### config.mk
export PLATFORM = sky130hd
export DESIGN_NAME = sr_deadtime_meter
export DESIGN_NICKNAME = d
export VERILOG_FILES = /design/src/rtl/dtm_pkg.sv /design/src/rtl/dtm_sync.sv /design/src/rtl/dtm_edge_det.sv /design/src/rtl/dtm_interval.sv /design/src/rtl/dtm_ewma.sv /design/src/rtl/dtm_channel.sv /design/src/rtl/sr_deadtime_meter.sv
export SDC_FILE = /design/constraint.sdc
export NUM_CORES = 1
export LEC_CHECK = 0
export ABC_AREA = 1
export CAP_MARGIN = 5
export CORE_MARGIN = 1
export CORE_UTILIZATION = 49
export CTS_BUF_LIST = sky130_fd_sc_hd__clkbuf_2
export CTS_CLUSTER_DIAMETER = 50
export DETAILED_ROUTE_END_ITERATION = 8
export DONT_BUFFER_PORTS = 1
export HOLD_SLACK_MARGIN = 0.12
export SLEW_MARGIN = 40
export SYNTH_ARGS = -nofsm -noshare
export SYNTH_HDL_FRONTEND = slang
export SYNTH_HIERARCHICAL = 1
export SYNTH_SLANG_ARGS = --single-unit
### constraint.sdc
create_clock -name clk_i -period 8.2 [get_ports clk_i]
set_input_delay 0.41 -clock clk_i [delete_from_list [all_inputs] [get_ports clk_i]]
set_output_delay 0.41 -clock clk_i [all_outputs]
set_load 0.01 [all_outputs]
### src/rtl/dtm_pkg.sv
package dtm_pkg;
  typedef struct packed {
    logic lvl;
    logic rise;
    logic fall;
  } edge_t;
endpackage

### src/rtl/dtm_sync.sv
module dtm_sync #(
  parameter int STAGES = 2
) (
  input  logic clk_i,
  input  logic rst_ni,
  input  logic d_i,
  output logic q_o
);
  logic [STAGES-1:0] chain_q;

  always_ff @(posedge clk_i or negedge rst_ni) begin
    if (!rst_ni) chain_q <= '0;
    else         chain_q <= {chain_q[STAGES-2:0], d_i};
  end

  assign q_o = chain_q[STAGES-1];
endmodule

### src/rtl/dtm_edge_det.sv
module dtm_edge_det
  import dtm_pkg::*;
(
  input  logic  clk_i,
  input  logic  rst_ni,
  input  logic  d_i,
  output edge_t e_o
);
  logic prev_q;

  always_ff @(posedge clk_i or negedge rst_ni) begin
    if (!rst_ni) prev_q <= 1'b0;
    else         prev_q <= d_i;
  end

  assign e_o.lvl  = d_i;
  assign e_o.rise = d_i & ~prev_q;
  assign e_o.fall = ~d_i & prev_q;
endmodule

### src/rtl/dtm_interval.sv
// Armed interval timer: start restarts the count, stop closes it unless aborted.
module dtm_interval #(
  parameter int W = 16
) (
  input  logic         clk_i,
  input  logic         rst_ni,
  input  logic         start_i,
  input  logic         stop_i,
  input  logic         abort_i,
  output logic         load_o,
  output logic [W-1:0] meas_o,
  output logic [W-1:0] raw_o
);
  localparam logic [W-1:0] CNT_MAX = '1;

  logic         armed_q;
  logic [W-1:0] cnt_q;

  assign load_o = stop_i & armed_q & ~abort_i;
  assign meas_o = cnt_q;

  always_ff @(posedge clk_i or negedge rst_ni) begin
    if (!rst_ni) begin
      armed_q <= 1'b0;
      cnt_q   <= '0;
      raw_o   <= '0;
    end else begin
      if (load_o) raw_o <= cnt_q;
      if (stop_i) armed_q <= 1'b0;
      else if (armed_q && cnt_q != CNT_MAX) cnt_q <= cnt_q + 1'b1;
      if (start_i) begin
        armed_q <= 1'b1;
        cnt_q   <= W'(1);
      end
    end
  end
endmodule

### src/rtl/dtm_ewma.sv
module dtm_ewma #(
  parameter int W     = 16,
  parameter int SHIFT = 3
) (
  input  logic         clk_i,
  input  logic         rst_ni,
  input  logic         load_i,
  input  logic [W-1:0] meas_i,
  output logic [W-1:0] avg_o
);
  logic signed [W:0] diff;
  logic [W-1:0]      step;

  assign diff = $signed({1'b0, meas_i}) - $signed({1'b0, avg_o});
  // result stays within [min(avg,meas), max(avg,meas)], so modular add is exact
  assign step = W'(diff >>> SHIFT);

  always_ff @(posedge clk_i or negedge rst_ni) begin
    if (!rst_ni)     avg_o <= '0;
    else if (load_i) avg_o <= avg_o + step;
  end
endmodule

### src/rtl/dtm_channel.sv
module dtm_channel
  import dtm_pkg::*;
#(
  parameter int W           = 16,
  parameter int AVG_SHIFT   = 3,
  parameter int SYNC_STAGES = 2
) (
  input  logic         clk_i,
  input  logic         rst_ni,
  input  logic         gate_i,
  input  logic         comp_i,
  input  logic         clr_err_i,
  output logic [W-1:0] lead_raw_o,
  output logic [W-1:0] lead_avg_o,
  output logic [W-1:0] trail_raw_o,
  output logic [W-1:0] trail_avg_o,
  output logic [W-1:0] hi_even_o,
  output logic [W-1:0] hi_odd_o,
  output logic         lead_err_o,
  output logic         trail_err_o
);
  logic  gate_s, comp_s;
  edge_t g_e, c_e;

  dtm_sync #(.STAGES(SYNC_STAGES)) u_sync_gate (
    .clk_i(clk_i), .rst_ni(rst_ni), .d_i(gate_i), .q_o(gate_s));
  dtm_sync #(.STAGES(SYNC_STAGES)) u_sync_comp (
    .clk_i(clk_i), .rst_ni(rst_ni), .d_i(comp_i), .q_o(comp_s));

  dtm_edge_det u_edge_gate (.clk_i(clk_i), .rst_ni(rst_ni), .d_i(gate_s), .e_o(g_e));
  dtm_edge_det u_edge_comp (.clk_i(clk_i), .rst_ni(rst_ni), .d_i(comp_s), .e_o(c_e));

  logic         lead_bad, trail_bad;
  logic         lead_ld, trail_ld, hi_ld;
  logic [W-1:0] lead_meas, trail_meas, hi_meas, hi_raw;

  assign lead_bad  = c_e.rise & g_e.lvl;
  assign trail_bad = g_e.rise & c_e.lvl;

  dtm_interval #(.W(W)) u_lead (
    .clk_i(clk_i), .rst_ni(rst_ni),
    .start_i(g_e.fall), .stop_i(c_e.rise), .abort_i(g_e.lvl),
    .load_o(lead_ld), .meas_o(lead_meas), .raw_o(lead_raw_o));

  dtm_interval #(.W(W)) u_trail (
    .clk_i(clk_i), .rst_ni(rst_ni),
    .start_i(c_e.fall), .stop_i(g_e.rise), .abort_i(c_e.lvl),
    .load_o(trail_ld), .meas_o(trail_meas), .raw_o(trail_raw_o));

  dtm_interval #(.W(W)) u_hi (
    .clk_i(clk_i), .rst_ni(rst_ni),
    .start_i(c_e.rise), .stop_i(c_e.fall), .abort_i(1'b0),
    .load_o(hi_ld), .meas_o(hi_meas), .raw_o(hi_raw));

  dtm_ewma #(.W(W), .SHIFT(AVG_SHIFT)) u_lead_avg (
    .clk_i(clk_i), .rst_ni(rst_ni), .load_i(lead_ld), .meas_i(lead_meas),
    .avg_o(lead_avg_o));

  dtm_ewma #(.W(W), .SHIFT(AVG_SHIFT)) u_trail_avg (
    .clk_i(clk_i), .rst_ni(rst_ni), .load_i(trail_ld), .meas_i(trail_meas),
    .avg_o(trail_avg_o));

  logic odd_q;

  always_ff @(posedge clk_i or negedge rst_ni) begin
    if (!rst_ni) begin
      odd_q     <= 1'b0;
      hi_even_o <= '0;
      hi_odd_o  <= '0;
    end else if (hi_ld) begin
      odd_q <= ~odd_q;
      if (odd_q) hi_odd_o  <= hi_meas;
      else       hi_even_o <= hi_meas;
    end
  end

  // set has priority over clear
  always_ff @(posedge clk_i or negedge rst_ni) begin
    if (!rst_ni) begin
      lead_err_o  <= 1'b0;
      trail_err_o <= 1'b0;
    end else begin
      if (lead_bad)       lead_err_o <= 1'b1;
      else if (clr_err_i) lead_err_o <= 1'b0;
      if (trail_bad)      trail_err_o <= 1'b1;
      else if (clr_err_i) trail_err_o <= 1'b0;
    end
  end

  logic unused_hi;
  assign unused_hi = ^hi_raw;
endmodule

### src/rtl/sr_deadtime_meter.sv
module sr_deadtime_meter #(
  parameter int N_CH        = 2,
  parameter int CNT_W       = 16,
  parameter int AVG_SHIFT   = 3,
  parameter int SYNC_STAGES = 2
) (
  input  logic                       clk_i,
  input  logic                       rst_ni,
  input  logic [N_CH-1:0]            gate_i,
  input  logic [N_CH-1:0]            comp_i,
  input  logic                       clr_err_i,
  output logic [N_CH-1:0][CNT_W-1:0] lead_raw_o,
  output logic [N_CH-1:0][CNT_W-1:0] lead_avg_o,
  output logic [N_CH-1:0][CNT_W-1:0] trail_raw_o,
  output logic [N_CH-1:0][CNT_W-1:0] trail_avg_o,
  output logic [N_CH-1:0][CNT_W-1:0] hi_even_o,
  output logic [N_CH-1:0][CNT_W-1:0] hi_odd_o,
  output logic [N_CH-1:0]            lead_err_o,
  output logic [N_CH-1:0]            trail_err_o
);
  for (genvar c = 0; c < N_CH; c++) begin : g_ch
    dtm_channel #(
      .W(CNT_W), .AVG_SHIFT(AVG_SHIFT), .SYNC_STAGES(SYNC_STAGES)
    ) u_ch (
      .clk_i      (clk_i),
      .rst_ni     (rst_ni),
      .gate_i     (gate_i[c]),
      .comp_i     (comp_i[c]),
      .clr_err_i  (clr_err_i),
      .lead_raw_o (lead_raw_o[c]),
      .lead_avg_o (lead_avg_o[c]),
      .trail_raw_o(trail_raw_o[c]),
      .trail_avg_o(trail_avg_o[c]),
      .hi_even_o  (hi_even_o[c]),
      .hi_odd_o   (hi_odd_o[c]),
      .lead_err_o (lead_err_o[c]),
      .trail_err_o(trail_err_o[c])
    );
  end
endmodule

==> impl_metrics.csv <==
group,metric,value,unit
setup_path,worst-path-stages,19,
outcome,failed_checks,"DRC",
outcome,status,"finished, violations left",
layout,fin_nets,2985,
synth,synthCells,2795,
setup_path,cp_common_cell,"nand2_1",
sta,slew_headroom,0.505,
floorplan,die-area,42900,µm²
global_route,grt_max_degree,313,
min_path,hp-start,"g_ch[0].u_ch/u_sync_gate/chain_q[0]",
global_route,grtUsageTotal,0.252,
pwr,ir_drop,267,µV
sta,worst_pin_slew,0.743,ns
floorplan,fp.dieW,207,µm
setup_path,rrSetupSlack,4.94,ns
drt,wl,53400,µm
setup_path,start_kind,"flip-flop",
global_route,grt_pass1_vias,17600,
floorplan,start_util,0.500,
setup_path,cp-startpoint,"g_ch[1].u_ch/u_lead_avg/avg_o[1]",
setup_path,crit_family,"simple AND/OR/NAND/NOR gates",
min_path,hold_path_class,"reg -> reg",
setup_path,critPathMaxFanout,5,
floorplan,num_rows,74,
setup_path,crit_slowest_cell,"dfrtp_1",
global_route,antenna_found_initial,2,
place,hpwl,38700,µm
layout,drive_gt1_frac,0.105,
drt,wl_per_cell,15.5,µm
clock_network,clkLatencyLatePin,1.11,ns
drt,first_pass_iters,8,
clock_network,cts.sinks,312,
place,gp_congestion,0.914,
clock_network,cts_tree,"yes",
pwr,p_leak,0.0114,µW
setup_path,critPathArrivalTime,4.25,ns
setup_path,endpoint,"g_ch[1].u_ch/u_lead_avg/avg_o[15]",
synth,avgSynthCellArea,7.37,µm²
synth,syn_area,20600,µm²
clock_network,h-tree-depth,3,
sta,fin_setup_tns,0,ns
setup_path,worstPathRequired,9.19,ns
place,io_buffers,0,
run,max_cap_violations,0,
setup_path,setup.worst_path.class,"reg -> reg",
drt,viasPerCell,5.28,
sta,rsz0062_at_grt,"no",
setup_path,reg2regPathDepth,19,
drt,vias,18200,
global_route,overflow,0,
drt,drc,14,
sta,fin_crit_sh,0.397,
sta,min_period,3.26,ns
clock_network,cts_resized,0,
floorplan,io_pins,203,
synth,ys_warn_count,6,
layout,areaGrowthSynthToFinish,6.63,%
synth,syn-num-nets,2936,
setup_path,endpoint_kind,"flip-flop",
pwr,power.density,343,nW/µm²
clock_network,clkSlewWorstSetupHoldPaths,0.11,ns
sta,setup_viol,0,
sta,hold_viol_final,0,
setup_path,max_stage_delay,0.49,ns
floorplan,coreArea,41200,µm²
clock_network,numCtsBuffers,88,
clock_network,cts.path.max_buffers,3,
setup_path,path_cells,"inv_1 > ha_1 > nand2_1 > nand2_1 > a21oi_2 > o21bai_1 > a21oi_1 > xnor2_1 > ha_1 > nand2_1 > inv_1 > a21oi_1 > nand2_1 > nand2_1 > nand2_1 > nand3_1 > nand3_1 > nand2_1 > nand2_1",
sta,fin_skew,0.103,ns
setup_path,rr_endpoint,"g_ch[1].u_ch/u_lead_avg/avg_o[15]",
sta,final_max_slew_viol_count,0,
layout,final_util,0.533,
floorplan,die_y,207,µm
global_route,grt_pass1_wl,89100,µm
setup_path,crit_buf_inv,2,
setup_path,reg2reg_from,"g_ch[1].u_ch/u_lead_avg/avg_o[1]",
clock_network,clock-root-buffer,"clkbuf_2",
drt,ant_nets,0,
sta,max_freq,307,MHz
drt,first_iter_violations,1157,
how the worst min path moves through the flow:
stage	endpoint	slack, ns	cells after the start
finish	g_ch[0].u_ch/u_sync_gate/chain_q[1]	0.32	0
global route	g_ch[0].u_ch/hi_odd_o[2]	0.23	3
CTS	g_ch[0].u_ch/hi_odd_o[15]	0.24	2
detailed placement	g_ch[0].u_ch/hi_even_o[4]	0.12	0
global placement	g_ch[0].u_ch/hi_even_o[2]	0.12	0
floorplan	g_ch[0].u_ch/hi_even_o[0]	0.11	0
routing by layer:
layer	vias to the layer above	track usage	routed length (µm)
met4	0	0.0862	1260
met5	-	0	0
met2	440	0.407	24600
met1	8369	0.326	24100
met3	95	0.0678	3480
li1	9270	-	-
where the power goes:
group / switching [µW] / total (µW) / internal, µW
combinational: 2630 / 4150 / 1520
sequential: 467 / 2240 / 1770
clock: 685 / 1140 / 458
flip-flops by register name (all words and copies together) (netlist names), 32 cells and up:
register / cells
g_ch.u_ch/u_trail/meas_o: 32
g_ch.u_ch/hi_even_o: 32
g_ch.u_ch/u_lead_avg/avg_o: 32
g_ch.u_ch/hi_odd_o: 32
g_ch.u_ch/u_trail_avg/avg_o: 32
g_ch.u_ch/u_lead/raw_o: 32
g_ch.u_ch/u_trail/raw_o: 32
g_ch.u_ch/u_hi/meas_o: 32
g_ch.u_ch/u_lead/meas_o: 32
cell usage in the layout, fill, tap and decap left out, types with 6 or more instances in the layout:
cell and count:
nand2_1 877, dfrtp_1 312, inv_1 283, nor2_1 206
nand3_1 202, clkbuf_2 133, ha_1 130, o21ai_1 110
nand4_1 100, a21oi_1 95, o21ai_0 73, xor2_1 54
nand2_2 48, clkinv_1 32, xnor2_1 28, inv_2 19
nor3_1 19, nor2_4 18, a21oi_2 15, nand3b_1 14
nor2_2 13, a21o_1 13, dlygate4sd3_1 13, o21bai_1 11
nor3_2 10, nand3_2 10, diode_2 6, buf_4 6
or2_2 6, o21ai_2 6, o22ai_1 6, a31oi_1 6
what timing repair did:
item	4_1_cts	5_1_grt
buffers inserted	0	0
hold buffers	13	1
endpoints found under the hold margin	320	81
layout make-up:
class	instances	area, µm²
Fill cell	4096	19200
Sequential cell	312	7810
Inverter	320	1210
Clock inverter	20	110
Antenna cell	6	15.0
Multi-Input combinational cell	2099	11200
Tap cell	532	666
Timing Repair Buffer	23	285
Clock buffer	133	666
through the flow:
step / worst slack (ns) / hold slack [ns] / cell area (µm²) / instances / power (µW)
2_1_floorplan: 5.51 / 0.114 / 20600 / 2795 / 5470
3_3_place_gp: 5.00 / 0.120 / 20900 / 3269 / 6310
3_5_place_dp: 5.00 / 0.121 / 20900 / 3269 / 6350
4_1_cts: 5.01 / 0.242 / 21900 / 3435 / 7600
5_1_grt: 4.69 / 0.229 / 22000 / 3445 / 8310
6_report: 4.94 / 0.323 / 22000 / 3445 / 7540
Note: power is estimated with default switching activity, not from simulation.
